--- config.mk ---
export PLATFORM = sky130hd
export DESIGN_NAME = chain_counter
export DESIGN_NICKNAME = d
export VERILOG_FILES = /design/src/rtl/chain_counter_pkg.sv /design/src/rtl/clear_sync.sv /design/src/rtl/count_stage.sv /design/src/rtl/chain_counter.sv
export SDC_FILE = /design/constraint.sdc
export NUM_CORES = 1
export LEC_CHECK = 0
export BUFFER_PORTS_ARGS = -buffer_cell sky130_fd_sc_hd__buf_4
export CORE_ASPECT_RATIO = 0.7
export CORE_UTILIZATION = 40
export DETAILED_ROUTE_END_ITERATION = 8
export PLACE_DENSITY_LB_ADDON = 0.1
export SYNTH_ARGS = -nofsm -noshare
export SYNTH_HDL_FRONTEND = slang
export SYNTH_SLANG_ARGS = --single-unit
--- constraint.sdc ---
create_clock -name clk -period 1.1 [get_ports clk]
set_input_delay 0.275 -clock clk [delete_from_list [all_inputs] [get_ports clk]]
set_output_delay 0.275 -clock clk [all_outputs]
set_load 0.01 [all_outputs]
--- src/rtl/chain_counter_pkg.sv ---
package chain_counter_pkg;

  typedef enum logic [1:0] {
    OP_HOLD = 2'd0,
    OP_LOAD = 2'd1,
    OP_INC  = 2'd2
  } stage_op_e;

  // A load wins over both enables; counting needs both enables high.
  function automatic stage_op_e pick_op(input logic load_n,
                                        input logic cep,
                                        input logic cet);
    if (!load_n)         return OP_LOAD;
    else if (cep && cet) return OP_INC;
    else                 return OP_HOLD;
  endfunction

endpackage

--- src/rtl/clear_sync.sv ---
module clear_sync #(
  parameter int STAGES = 2
) (
  input  logic clk,
  input  logic clr_n,
  output logic live
);
  logic [STAGES-1:0] shreg;

  always_ff @(posedge clk or negedge clr_n) begin
    if (!clr_n) shreg <= '0;
    else        shreg <= {shreg[STAGES-2:0], 1'b1};
  end

  assign live = shreg[STAGES-1];
endmodule

--- src/rtl/count_stage.sv ---
module count_stage
  import chain_counter_pkg::*;
#(
  parameter int W = 4
) (
  input  logic         clk,
  input  logic         live,
  input  logic         load_n,
  input  logic [W-1:0] d,
  input  logic         cep,
  input  logic         cet,
  output logic [W-1:0] q,
  output logic         tc
);
  localparam logic [W-1:0] ONE = W'(1);

  function automatic logic [W-1:0] bump(input logic [W-1:0] v);
    return v + ONE;
  endfunction

  function automatic logic at_top(input logic [W-1:0] v);
    return &v;
  endfunction

  stage_op_e op;
  assign op = pick_op(load_n, cep, cet);

  always_ff @(posedge clk or negedge live) begin
    if (!live) q <= '0;
    else begin
      case (op)
        OP_LOAD: q <= d;
        OP_INC:  q <= bump(q);
        default: q <= q;
      endcase
    end
  end

  assign tc = cet & at_top(q);
endmodule

--- src/rtl/chain_counter.sv ---
module chain_counter #(
  parameter int STAGE_W     = 4,
  parameter int N_STAGES    = 3,
  parameter int SYNC_STAGES = 2,
  localparam int TOTAL_W    = STAGE_W * N_STAGES
) (
  input  logic               clk,
  input  logic               clr_n,
  input  logic               load_n,
  input  logic [TOTAL_W-1:0] din,
  input  logic               en_par,
  input  logic               en_carry,
  output logic [TOTAL_W-1:0] count,
  output logic               tc
);
  logic              live;
  logic [N_STAGES:0] carry_chain;

  clear_sync #(.STAGES(SYNC_STAGES)) u_sync (
    .clk  (clk),
    .clr_n(clr_n),
    .live (live)
  );

  assign carry_chain[0] = en_carry;

  for (genvar i = 0; i < N_STAGES; i++) begin : g_stage
    count_stage #(.W(STAGE_W)) u_stage (
      .clk   (clk),
      .live  (live),
      .load_n(load_n),
      .d     (din[i*STAGE_W +: STAGE_W]),
      .cep   (en_par),
      .cet   (carry_chain[i]),
      .q     (count[i*STAGE_W +: STAGE_W]),
      .tc    (carry_chain[i+1])
    );
  end

  assign tc = carry_chain[N_STAGES];
endmodule

# After elaboration in Yosys (flattened, before gate mapping)
# Cells that the tools add are included.
dict set report classes {
  addsub 3
  n_eq_ne 6
  reduce_logical 9
  mux 9
  n_bitwise 3
}
# op count
set op_table {}
lappend op_table {{$pmux W4 S2} 3}
lappend op_table {{$add A4 B1 Y4 const B} 3}
lappend op_table {{$mux W2} 6}
lappend op_table {{$reduce_and A4 Y1} 3}
lappend op_table {{$eq A2 B1 Y1 const B} 3}
lappend op_table {{$eq A2 B2 Y1 const B} 3}
lappend op_table {{$reduce_bool A2 Y1} 3}
lappend op_table {{$and A1 B1 Y1} 3}
lappend op_table {{$logic_and A1 B1 Y1} 3}
dict set report word_totals {
  output_inout_bits 13
  input_bits 17
  register_bits 14
  wordCells 34
}

# Longest topological paths before layout
# Gate-level depths: netlist of the first run.
dict set report logic_depth {
  ltp_word 8
  ltp_mapped 4
  depth_no_buf 4
}

# Modules after synthesis
# From an unflattened synthesis of the first run, not the netlist that was laid out.
dict set report hier_totals {
  hier_cells 72
  area_unflattened_um2 706.9
}
# mod instances seq_area_each_um2 cells_per_inst area_each_um2
set by_module_without_submodules {}
lappend by_module_without_submodules {count_stage 3 100.1 23 217.7}
lappend by_module_without_submodules {clear_sync 1 50.0 3 53.8}

# Worst setup path before layout of the first run
# OpenSTA, ideal clock, no wires.
dict set report synth_path {
  path_kind {register to register}
  from {reg g_stage[0].u_stage.q[0]}
  to {reg g_stage[2].u_stage.q[3]}
  setup_slack_ns -0.412
  arrival_time_ns 1.431
  stages_incl_launch_ff 5
  setup_ns 0.082
  required_ns 1.018
  n_path_buf 0
  period_less_slack_ns 1.512
  cell_sequence {dfrtp_1 ha_1 nand4_4 or4_1 a31oi_1}
}
dict set report synth_via {
  elab_chain_len 8
  word_cells_on_any_way 10
  cone_classes {eq/ne: 2; mux: 3; bitwise: 2; reduce/logical: 3}
}
# element line_no
set synth_rtl {}
lappend synth_rtl {{start: declaration} count_stage.sv:12} ;# output logic [W-1:0] q,
lappend synth_rtl {{start signal: assignment} count_stage.sv:33} ;# OP_INC: q <= bump(q);
lappend synth_rtl {{start signal: assignment} count_stage.sv:34} ;# default: q <= q;
lappend synth_rtl {{$reduce_and A4 Y1 *} count_stage.sv:22} ;# return &v;
lappend synth_rtl {{$and A1 B1 Y1 * (2 in series)} count_stage.sv:39} ;# assign tc = cet & at_top(q);
lappend synth_rtl {{$logic_and A1 B1 Y1 *} chain_counter_pkg.sv:14} ;# else if (cep && cet) return OP_INC;
lappend synth_rtl {{$mux W2 *} chain_counter_pkg.sv:14}
lappend synth_rtl {{$mux W2 *} chain_counter_pkg.sv:13} ;# if (!load_n) return OP_LOAD;
lappend synth_rtl {{$eq A2 B2 Y1 / $eq A2 B1 Y1 (equally long branches)} count_stage.sv:31} ;# case (op)
lappend synth_rtl {{$pmux W4 S2 / $reduce_bool A2 Y1 (equally long branches)} -}
lappend synth_rtl {{end signal: assignment} count_stage.sv:33}
lappend synth_rtl {{end signal: assignment} count_stage.sv:34}
lappend synth_rtl {{end: declaration} count_stage.sv:12}
# Mark *: on every way between the ends. The rest lies on a longest branch, timed or not.
# A chain may end at the register's enable or synchronous reset.

# Final worst setup path of the first run
dict set report layout_path {
  from {reg g_stage[2].u_stage.q[3]}
  to {out tc}
}
dict set report layout_via {
  elab_chain_len 2
}
# element line_no
set layout_rtl {}
lappend layout_rtl {{$reduce_and A4 Y1} count_stage.sv:22}
lappend layout_rtl {{$and A1 B1 Y1} count_stage.sv:39}
lappend layout_rtl {{end: declaration} chain_counter.sv:14} ;# output logic tc
# Every way passes these cells.

==> metrics.md, run 1 <==
| Metric | Value |
|---|---|
| Layout cell share with drive strength beyond 1 | 0.6027 |
| Num CTS Buffers | 3 |
| Cell Area, Synth | 774.5 sq um |
| Grt ovf | 0 |
| Comb pwr share | 0.412 |
| Data required, critical path | 0.82 ns |
| Drt pass-1 iters | 4 |
| Sw Share | 0.3263 |
| Startpoint type of the worst setup path | flop |
| Clock latency on the worst-skew pair | 0.29 ns |
| Hold slack | 0.1894 ns |
| CTS max path bufs | 2 |
| # DRC | 0 |
| Netlist cell types | 26 |
| CTS tree | yes |
| Psw | 0.5316 mW |
| Cell count after synthesis | 82 |
| Crit path DAT | 1.32 ns |
| Final layout net count | 167 |
| Pins Over Slew Limit | 0 |
| Final setup fails | 23 |
| Setup WS post-layout | -0.4922 ns |
| Cell Area, Placed | 1207 sq um |
| Vias per inst | 5.695 |
| DRT iter0 DRCs | 13 |
| Cell area power density | 1081 nW/um^2 |
| Failing checks | negative setup slack |
| Pin count of the biggest net entering global routing | 16 |
| Asr flop ratio synth | 1.000 |
| Clock Sinks | 14 |
| Fillers | 84 |
| Height of the die | 38.82 um |
| Total track usage | 0.3061 |
| CP Class | flop to primary output |
| Number of global-route vias before repair | 909 |
| Row count | 12 |
| Crit-path max FO | 3 |
| Mapped Nets | 102 |
| CTS H-tree depth | 1 |
| Status | complete, but fails checks |
| Drt total wl | 2.879 mm |
| Die area | 2119 sq um |
| Post-synth EDFFs | 0 |
| Sequential fraction of the synthesis area | 0.4523 |
| Hold Path Class | flop to asynchronous set/reset pin |
| Non-Filler Instances | 167 |
| Core Util, Final | 0.8879 |
| Hold Vio Cnt, Final | 0 |
| Initial antenna violation count | 0 |
| Top FF cell, synth | dfrtp_1 |
| CTS root buf | clkbuf_4 |
| Core Area | 1697 sq um |
| Via count | 951 |
| Max Cap Viol | 0 |
| Final instance area | 1506 sq um |
| P_int | 1.097 mW |
| FF+latch count, synth | 14 |
| Relative slew slack | 0.6614 |
| Sequential Power Share | 0.390 |
| Io pins | 30 |
| Layout area overhead | 94.51% |
| Pleak | 0.6653 nW |
| Inst Count DP | 149 |
| Worst IR Drop VDD | 929.5 uV |
| Routability cong. | 0.8204 |
| Clock Skew | 0.01697 ns |
| Critical path capture point type | primary output |
| Clk slew on worst S/H paths | 0.10 ns |
| Final ANT Viol Nets | 0 |
| Post-route clock period utilization | 1.447 |
| First-pass GRT wire length | 4.257 mm |
| Slew of the pin with the lowest slew margin | 0.5079 ns |
| Port buffer count | 29 |
| Clk network pwr share | 0.198 |
| Diodes inserted | 0 |
| HPWL Detailed | 1.600 mm |
| RSZ-0062 raised after global routing | true |
| Initial Utilization | 0.4565 |
| DR WL/cell | 17.24 um |
| Die Width | 54.60 um |
| Syn avg cell area | 9.445 sq um |
| Fmax | 0.6281 GHz |
| Ys Warns | 0 |
| Min Clock Period, post-route | 1.592 ns |
[sequential cells by signal, indices dropped and copies added, names as in the netlist]
signal / flops
g_stage.u_stage.q: 12
u_sync.shreg: 2
[area by class of cell]
| cell class | count | area, sq um | share of cell area |
|---|---|---|---|
| timing repair buffer | 64 | 591.8 | 0.3929 |
| tap | 21 | 26.28 | 0.01744 |
| sequential | 14 | 356.6 | 0.2367 |
| clock buffer | 4 | 26.28 | 0.01744 |
| inverter | 2 | 7.507 | 0.004983 |
| multi-input combinational | 62 | 498.0 | 0.3306 |
[power by group through the flow]
stage | combinational, mW | clock [mW] | sequential [mW]
finish | 0.671 | 0.323 | 0.635
global route | 0.715 | 0.353 | 0.639
CTS | 0.610 | 0.319 | 0.627
detailed placement | 0.456 | 0 | 0.636
global placement | 0.446 | 0 | 0.633
floorplan | 0.173 | 0 | 0.663
[metal layers]
layer  GRT usage  share of wire  vias to the layer above
li1            -              -                      438
met1      0.3702           0.43                      453
met2      0.4970           0.48                       46
met3     0.09804          0.059                       14
met4      0.1282          0.037                        0
met5           0              0                        -
[cell usage after synthesis, drive strengths merged, types with 2 or more instances]
cell	number	area share
or4	2	0.019
o21ai	6	0.039
nor2	11	0.053
ha	3	0.048
nand3	5	0.032
a31oi	8	0.065
nand2	4	0.019
inv	2	0.0097
or3	5	0.044
o31ai	2	0.019
nand4	4	0.071
clkbuf	3	0.015
a21oi	3	0.019
dfrtp	14	0.45
[logic make-up (layout without fill, tap and decap cells)]
logic type,Yosys count,after routing,synth area share
buffers and inverters,6,70,0.03069
AOI/OAI and AO/OA,21,21,0.1664
DFF,14,14,0.4523
other,1,1,0.004842
adders and majority gates,3,3,0.04847
and+or+nand+nor,34,34,0.2617
muxes,1,1,0.01292
xor gates and xnor gates,2,2,0.02262
[layout by cell type, fill, tap and decap left out, types with 2 or more instances in the layout]
master    count
or4_1         2
nand3_4       2
a21oi_1       2
nand2_1       3
buf_6        29
or3_1         3
a31oi_1       8
nand4_1       2
nor2_1       11
dfrtp_1       9
nand4_4       2
dfrtp_2       5
or3_4         2
ha_4          2
nand3_2       2
o21ai_0       6
buf_4        34
clkbuf_4      3
[per-stage QoR]
| stage | setup WS (ns) | setup TNS, ns | power, mW |
|---|---|---|---|
| finish | -0.4922 | -5.427 | 1.629 |
| floorplan | -0.2943 | -1.647 | 0.8360 |
| global placement | -0.2538 | -1.998 | 1.079 |
| CTS | -0.4404 | -4.987 | 1.556 |
| global route | -0.5521 | -6.214 | 1.708 |
| detailed placement | -0.2845 | -2.234 | 1.092 |
[critical path, stage by stage, from the launching register on]
cell and delay, ns:
dfrtp_1 0.45, nand3_2 0.13, nor4_2 0.28, buf_4 0.16
[final timing paths]
kind | from | endpoint | slack [ns] | depth (start not counted)
worst max-delay path | g_stage[2].u_stage.q[3] | tc | -0.49 | 3
worst min-delay path | u_sync.shreg[1] | g_stage[2].u_stage.q[2] | 0.19 | 0
worst max register to register | g_stage[1].u_stage.q[0] | g_stage[2].u_stage.q[2] | -0.41 | 5
worst min register to register | u_sync.shreg[1] | g_stage[2].u_stage.q[2] | 0.19 | 0
max in group asynchronous | u_sync.shreg[1] | g_stage[0].u_stage.q[1] | 0.53 | 0
min in group clk | din[9] | g_stage[2].u_stage.q[1] | 0.21 | 2
[what timing repair did]
item,CTS,global route
setup buffers,11,9
cloned,0,0
endpoints found under the setup margin,23,24
hold buffers,1,0
pin swaps,14,3
endpoints found under the hold margin,2,0
resized for setup,35,11
(Power assumes the default switching activity.)
==> run 2: changes to the inputs <==
Settings changed: ABC_AREA set to 1.
==> run 2 against run 1 <==
Compared with the run above: the flow still finishes with violations (negative setup slack); synthesized cell count increased by 21%; critical path type unchanged; clock power rose by 16%; sequential power decreased by 4.7%; count of clock-buffer cells in the layout unchanged.
==> metrics.md, run 2 <==
| Metric | Value |
|---|---|
| RSZ-0062 raised after global routing | true |
| Clk slew on worst S/H paths | 0.09 ns |
| Pins Over Slew Limit | 0 |
| Final ANT Viol Nets | 0 |
| Clock Sinks | 14 |
| Non-Filler Instances | 188 |
| Diodes inserted | 0 |
| Most frequent cell after synthesis | nand2_1 |
| Setup WS post-layout | -0.5242 ns |
| Startpoint type of the worst setup path | flop |
| Max Used Layer | met4 |
| Via count | 908 |
| Worst Hold Depth | 3 |
| Clock Skew | 0.005608 ns |
| Yosys top cell by area | dfrtp_1 |
| Worst r2r path cells | 11 |
| Top flop regs | g_stage.u_stage.q: 12 flops, u_sync.shreg: 2 flops |
| Pwr Total | 1.514 mW |
| Synth area leaders | dfrtp_1 (43%), nand2_1 (13%), nand3_1 (11%) |
| Setup WS pre-CTS | -0.2123 ns |
| Top FF cell, synth | dfrtp_1 |
| Total track usage | 0.2126 |
| Min Clock Period, post-route | 1.624 ns |
| Largest stage delay, worst path | 0.39 ns |
| Layout cell share with drive strength beyond 1 | 0.5361 |
| Clock latency on the worst-skew pair | 0.28 ns |
| Netlist cell types | 21 |
| CP Class | flop to primary output |
| Final setup fails | 22 |
| Reg2reg start | g_stage[0].u_stage.q[1] |
| Met2 wire len | 1.139 mm |
| Failing checks | negative setup slack |
| Ys Warns | 0 |
| Sequential fraction of the synthesis area | 0.4275 |
| Drt pass-1 iters | 4 |
| Row count | 13 |
| DR WL/cell | 12.58 um |
| First-pass GRT wire length | 3.422 mm |
| Final instance area | 1516 sq um |
| Fmax | 0.6157 GHz |
| Min-Delay Endpoint | g_stage[2].u_stage.q[3] |
| Pin count of the biggest net entering global routing | 13 |
| Largest register FFs | 12 |
| Setup_tns | -5.452 ns |
| Number of global-route vias before repair | 792 |
| Die area | 2237 sq um |
| Cell Area, Placed | 1217 sq um |
| WL met3 | 119 um |
| Crit path cell chain | ha_2, nand2_2, nor2_4, inv_1, nor2_2, buf_4 |
| M1 WL | 1.056 mm |
| DRT iter0 DRCs | 25 |
| Core Util, Final | 0.8037 |
| Crit-path max FO | 2 |
| Hold Path Class | input port to flop |
| Hold path start | din[11] |
| Cell count after synthesis | 99 |
| Cell area power density | 998.7 nW/um^2 |
| Grt ovf | 0 |
| Largest reg by FF count | g_stage.u_stage.q |
| Worst IR Drop VDD | 858.7 uV |
| Hold slack | 0.2031 ns |
| Critical path capture point type | primary output |
| Drt total wl | 2.365 mm |
| Syn avg cell area | 8.278 sq um |
| Most common cell after layout, fill and taps aside | buf_4 |
| Port buffer count | 29 |
| Die Width | 56.10 um |
| CTS root buf | clkbuf_4 |
| Height of the die | 39.87 um |
| Initial antenna violation count | 0 |
| Num CTS Buffers | 3 |
| Slowest-stage cell, CP | dfrtp_1 |
| Cell Area, Synth | 819.5 sq um |
| Routability cong. | 0.7748 |
| CTS max path bufs | 2 |
| R2r setup slk | -0.49 ns |
| Data required, critical path | 0.82 ns |
| FF+latch count, synth | 14 |
| Post-synth top area share | 0.4275 |
| Crit path DAT | 1.35 ns |
| Post-synth EDFFs | 0 |
| Status | complete, but fails checks |
| Layout area overhead | 85.04% |
| Inst Count DP | 169 |
| Hold Vio Cnt, Final | 0 |
| Reg2reg end | g_stage[1].u_stage.q[3] |
| Most frequent cells in the layout | buf_4 (41), nand2_1 (27), buf_6 (22), dfrtp_1 (14), nand3_1 (13) |
| Initial Utilization | 0.4344 |
| Post-route clock period utilization | 1.477 |
| Asr flop ratio synth | 1.000 |
| HPWL Detailed | 1.512 mm |
| Mapped Nets | 119 |
| Final layout net count | 187 |
| Synth cell count leaders | nand2_1 (29), nand3_1 (18), dfrtp_1 (14) |
| Core Area | 1887 sq um |
| Relative slew slack | 0.6508 |
| CTS tree | yes |
| Io pins | 30 |
| Slew of the pin with the lowest slew margin | 0.5238 ns |
| # DRC | 0 |
| Pleak | 0.7519 nW |
| Vias per inst | 4.830 |
| CTS H-tree depth | 1 |
| Max Cap Viol | 0 |
-- run 2: cell count changes in the layout (fill, tap and decap cells not counted), moves of 6 or more --
cell | before | now
nand3_1 | 1 | 13
o21ai_0 | 6 | 0
buf_6 | 29 | 22
buf_4 | 34 | 41
inv_1 | 1 | 10
nor2_1 | 11 | 0
nand2_1 | 3 | 27
a31oi_1 | 8 | 0
-- run 2: where the power goes --
part | leakage, nW | internal (mW) | total, mW | switching (mW)
Combinational | 0.562 | 0.311 | 0.533 | 0.222
Sequential | 0.169 | 0.561 | 0.605 | 0.0436
Clock | 0.0210 | 0.202 | 0.376 | 0.175
Total | 0.752 | 1.07 | 1.51 | 0.440
-- run 2: repair_timing --
action                                 4_1_cts  5_1_grt
hold buffers                                 1        0
setup buffers                               13        8
resized for setup                           25       14
endpoints found under the hold margin        2        0
pin swaps                                   12       13
setup endpoints to repair                   22       23
-- run 2: cell type report --
| type | instances | area [sq um] |
|---|---|---|
| timing repair buffer | 64 | 565.5 |
| multi-input combinational | 73 | 495.5 |
| fill | 127 | 370.4 |
| sequential | 14 | 350.3 |
| inverter | 11 | 41.29 |
| clock buffer | 4 | 36.28 |
| tap | 22 | 27.53 |
-- run 2: layer usage --
metal  vias up  track usage
li1        453            -
met1       422       0.2656
met2        27       0.3601
met3         6      0.06931
met4         0      0.05488
met5         -            0
-- run 2: kinds of logic (layout without fill, tap and decap cells) --
group | Yosys count | after routing | synth area share
buffers and inverters | 12 | 79 | 0.05648
adder cells (fa/ha/maj) | 3 | 3 | 0.04581
AO/OA/AOI/OAI | 5 | 5 | 0.04886
flip-flops | 14 | 14 | 0.4275
other | 1 | 1 | 0.004576
AND/OR/NAND/NOR | 59 | 59 | 0.3634
XOR/XNOR | 5 | 5 | 0.05343
-- run 2: worst max-delay path: cells and delay by family (launching register included) --
family        cells  cell delay, ns
flops             1            0.39
fa+ha+maj         1            0.20
buf+inv           2            0.18
simple gates      3            0.29
-- run 2: worst max-delay path by stage --
| stage | start | end | slack [ns] | cells past startpoint |
|---|---|---|---|---|
| floorplan | g_stage[0].u_stage.q[1] | tc | -0.23 | 5 |
| global placement | g_stage[1].u_stage.q[0] | tc | -0.19 | 6 |
| detailed placement | g_stage[0].u_stage.q[0] | tc | -0.21 | 6 |
| CTS | g_stage[0].u_stage.q[1] | tc | -0.52 | 6 |
| global route | g_stage[0].u_stage.q[0] | tc | -0.63 | 6 |
| finish | g_stage[1].u_stage.q[1] | tc | -0.52 | 6 |
==> run 3: changes to the inputs <==
Settings changed: MAX_ROUTING_LAYER set to met4.
==> run 3 against run 2 <==
Compared with the run above: the flow still finishes with violations (negative setup slack); sequential power hardly changed; first-iteration DRC count is 4.0% higher; setup slack better by 0.0039 ns; critical path depth stayed put; die area stayed put; clock skew is 0.0011 ns lower; sequential cell count stayed put; clock power is 1% higher; global-route usage is 0.57 points higher; core utilization stayed put; sequential share of layout area stayed put; fmax is 0.24% higher; largest cell class unchanged; largest power group unchanged.
==> metrics.md, run 3 (synthesized netlist as in run 2, its figures left out) <==
| Metric | Value |
|---|---|
| CTS H-tree depth | 1 |
| Register area | 350.3 sq um |
| Setup WS post-layout | -0.5203 ns |
| Height of the die | 39.87 um |
| Number of global-route vias before repair | 791 |
| Largest reg by FF count | g_stage.u_stage.q |
| Largest register FFs | 12 |
| Vias per inst | 4.840 |
| CTS max path bufs | 2 |
| Grt ovf | 0 |
| Layout cell share with drive strength beyond 1 | 0.5361 |
| HPWL Detailed | 1.512 mm |
| Core Area | 1887 sq um |
| Num CTS Buffers | 3 |
| Slew of the pin with the lowest slew margin | 0.5223 ns |
| Total track usage | 0.2183 |
| Layout area overhead | 85.04% |
| Routability cong. | 0.7853 |
| Hold slack | 0.2012 ns |
| Fillers | 127 |
| Data required, critical path | 0.82 ns |
| Initial antenna violation count | 0 |
| DRT iter0 DRCs | 26 |
| Multi-input logic area | 495.5 sq um |
| Pins Over Slew Limit | 0 |
| Crit-path max FO | 2 |
| Final layout net count | 187 |
| Min Clock Period, post-route | 1.620 ns |
| Port buffer count | 29 |
| Drt pass-1 iters | 4 |
| Max Cap Viol | 0 |
| Final ANT Viol Nets | 0 |
| Drt total wl | 2.357 mm |
| Die area | 2237 sq um |
| Diodes inserted | 0 |
| Die Width | 56.10 um |
| Setup WS pre-CTS | -0.2123 ns |
| Clock Sinks | 14 |
| Worst IR Drop VDD | 865.5 uV |
| Cell Area, Placed | 1217 sq um |
| Row count | 13 |
| First-pass GRT wire length | 3.429 mm |
| Critical path capture point type | primary output |
| Via count | 910 |
| Pin count of the biggest net entering global routing | 13 |
| Io pins | 30 |
| Hold Path Class | input port to flop |
| Setup_tns | -5.441 ns |
| Most common cell after layout, fill and taps aside | buf_4 |
| Clk slew on worst S/H paths | 0.09 ns |
| Status | complete, but fails checks |
| CP Class | flop to primary output |
| Startpoint type of the worst setup path | flop |
| Failing checks | negative setup slack |
| Final instance area | 1516 sq um |
| Clock Skew | 0.004521 ns |
| CTS root buf | clkbuf_4 |
| Post-route clock period utilization | 1.473 |
| Top flop regs | g_stage.u_stage.q: 12 flops, u_sync.shreg: 2 flops |
| CTS tree | yes |
| RSZ-0062 raised after global routing | true |
| Crit path DAT | 1.35 ns |
| Hold Vio Cnt, Final | 0 |
| # DRC | 0 |
| Pwr Total | 1.517 mW |
| Final setup fails | 22 |
| Cell area power density | 1000 nW/um^2 |
| Pleak | 0.7519 nW |
| DR WL/cell | 12.54 um |
| Most frequent cells in the layout | buf_4 (41), nand2_1 (27), buf_6 (22), dfrtp_1 (14), nand3_1 (13) |
| Clock latency on the worst-skew pair | 0.29 ns |
| Initial Utilization | 0.4344 |
| Fmax | 0.6172 GHz |
| Relative slew slack | 0.6518 |
==> run 3: cell counts in the layout (fill, tap and decap cells not counted) <==
Identical to the previous run, type by type.
==> run 3: report_power, final <==
| part | leakage (nW) | switching (mW) | internal [mW] |
|---|---|---|---|
| Clock | 0.0210 | 0.178 | 0.202 |
| Combinational | 0.562 | 0.221 | 0.311 |
| Sequential | 0.169 | 0.0437 | 0.561 |
==> run 3: layout make-up <==
cell class,instances,share of cell area
Clock buffer,4,0.02393
Timing Repair Buffer,64,0.3729
Multi-Input combinational cell,73,0.3267
Sequential cell,14,0.2310
Tap cell,22,0.01815
Inverter,11,0.02723
==> run 3: critical path, stage by stage (launching register included) <==
cell	delay [ns]
dfrtp_1	0.39
ha_2	0.20
nand2_2	0.08
nor2_4	0.12
inv_1	0.06
nor2_2	0.09
buf_4	0.12
==> run 3: final timing paths <==
| path | slack, ns | to | depth (start not counted) | startpoint |
|---|---|---|---|---|
| worst max-delay path | -0.52 | tc | 6 | g_stage[1].u_stage.q[1] |
| worst min-delay path | 0.20 | g_stage[2].u_stage.q[3] | 3 | din[11] |
| worst max register to register | -0.49 | g_stage[1].u_stage.q[3] | 11 | g_stage[0].u_stage.q[1] |
| worst min register to register | 0.21 | g_stage[0].u_stage.q[1] | 0 | u_sync.shreg[1] |
| max in group asynchronous | 0.54 | g_stage[1].u_stage.q[0] | 0 | u_sync.shreg[1] |
| min in group asynchronous | 0.21 | g_stage[0].u_stage.q[1] | 0 | u_sync.shreg[1] |
==> run 3: routing by layer <==
| layer | routed length, um | GRT usage | part of all wire | vias to the layer above |
|---|---|---|---|---|
| li1 | - | - | - | 454 |
| met1 | 1037 | 0.2656 | 0.44 | 421 |
| met2 | 1143 | 0.3601 | 0.48 | 29 |
| met3 | 126 | 0.06931 | 0.053 | 6 |
| met4 | 49 | 0.05488 | 0.021 | 0 |
| met5 | 0 | - | 0 | - |
==> run 3: what timing repair did <==
item                                    in CTS  in global routing
pin swaps                                   12                 13
resized for setup                           25                 14
endpoints found under the hold margin        2                  0
buffers inserted                            13                  8
endpoints found under the setup margin      22                 23
hold buffers                                 1                  0
==> run 3: stage by stage <==
stage,cells,utilization
after global placement,169,0.6452
after floorplan,99,-
after global routing,188,0.8037
final,188,0.8037
after detailed placement,169,0.6452
after CTS,185,0.7672
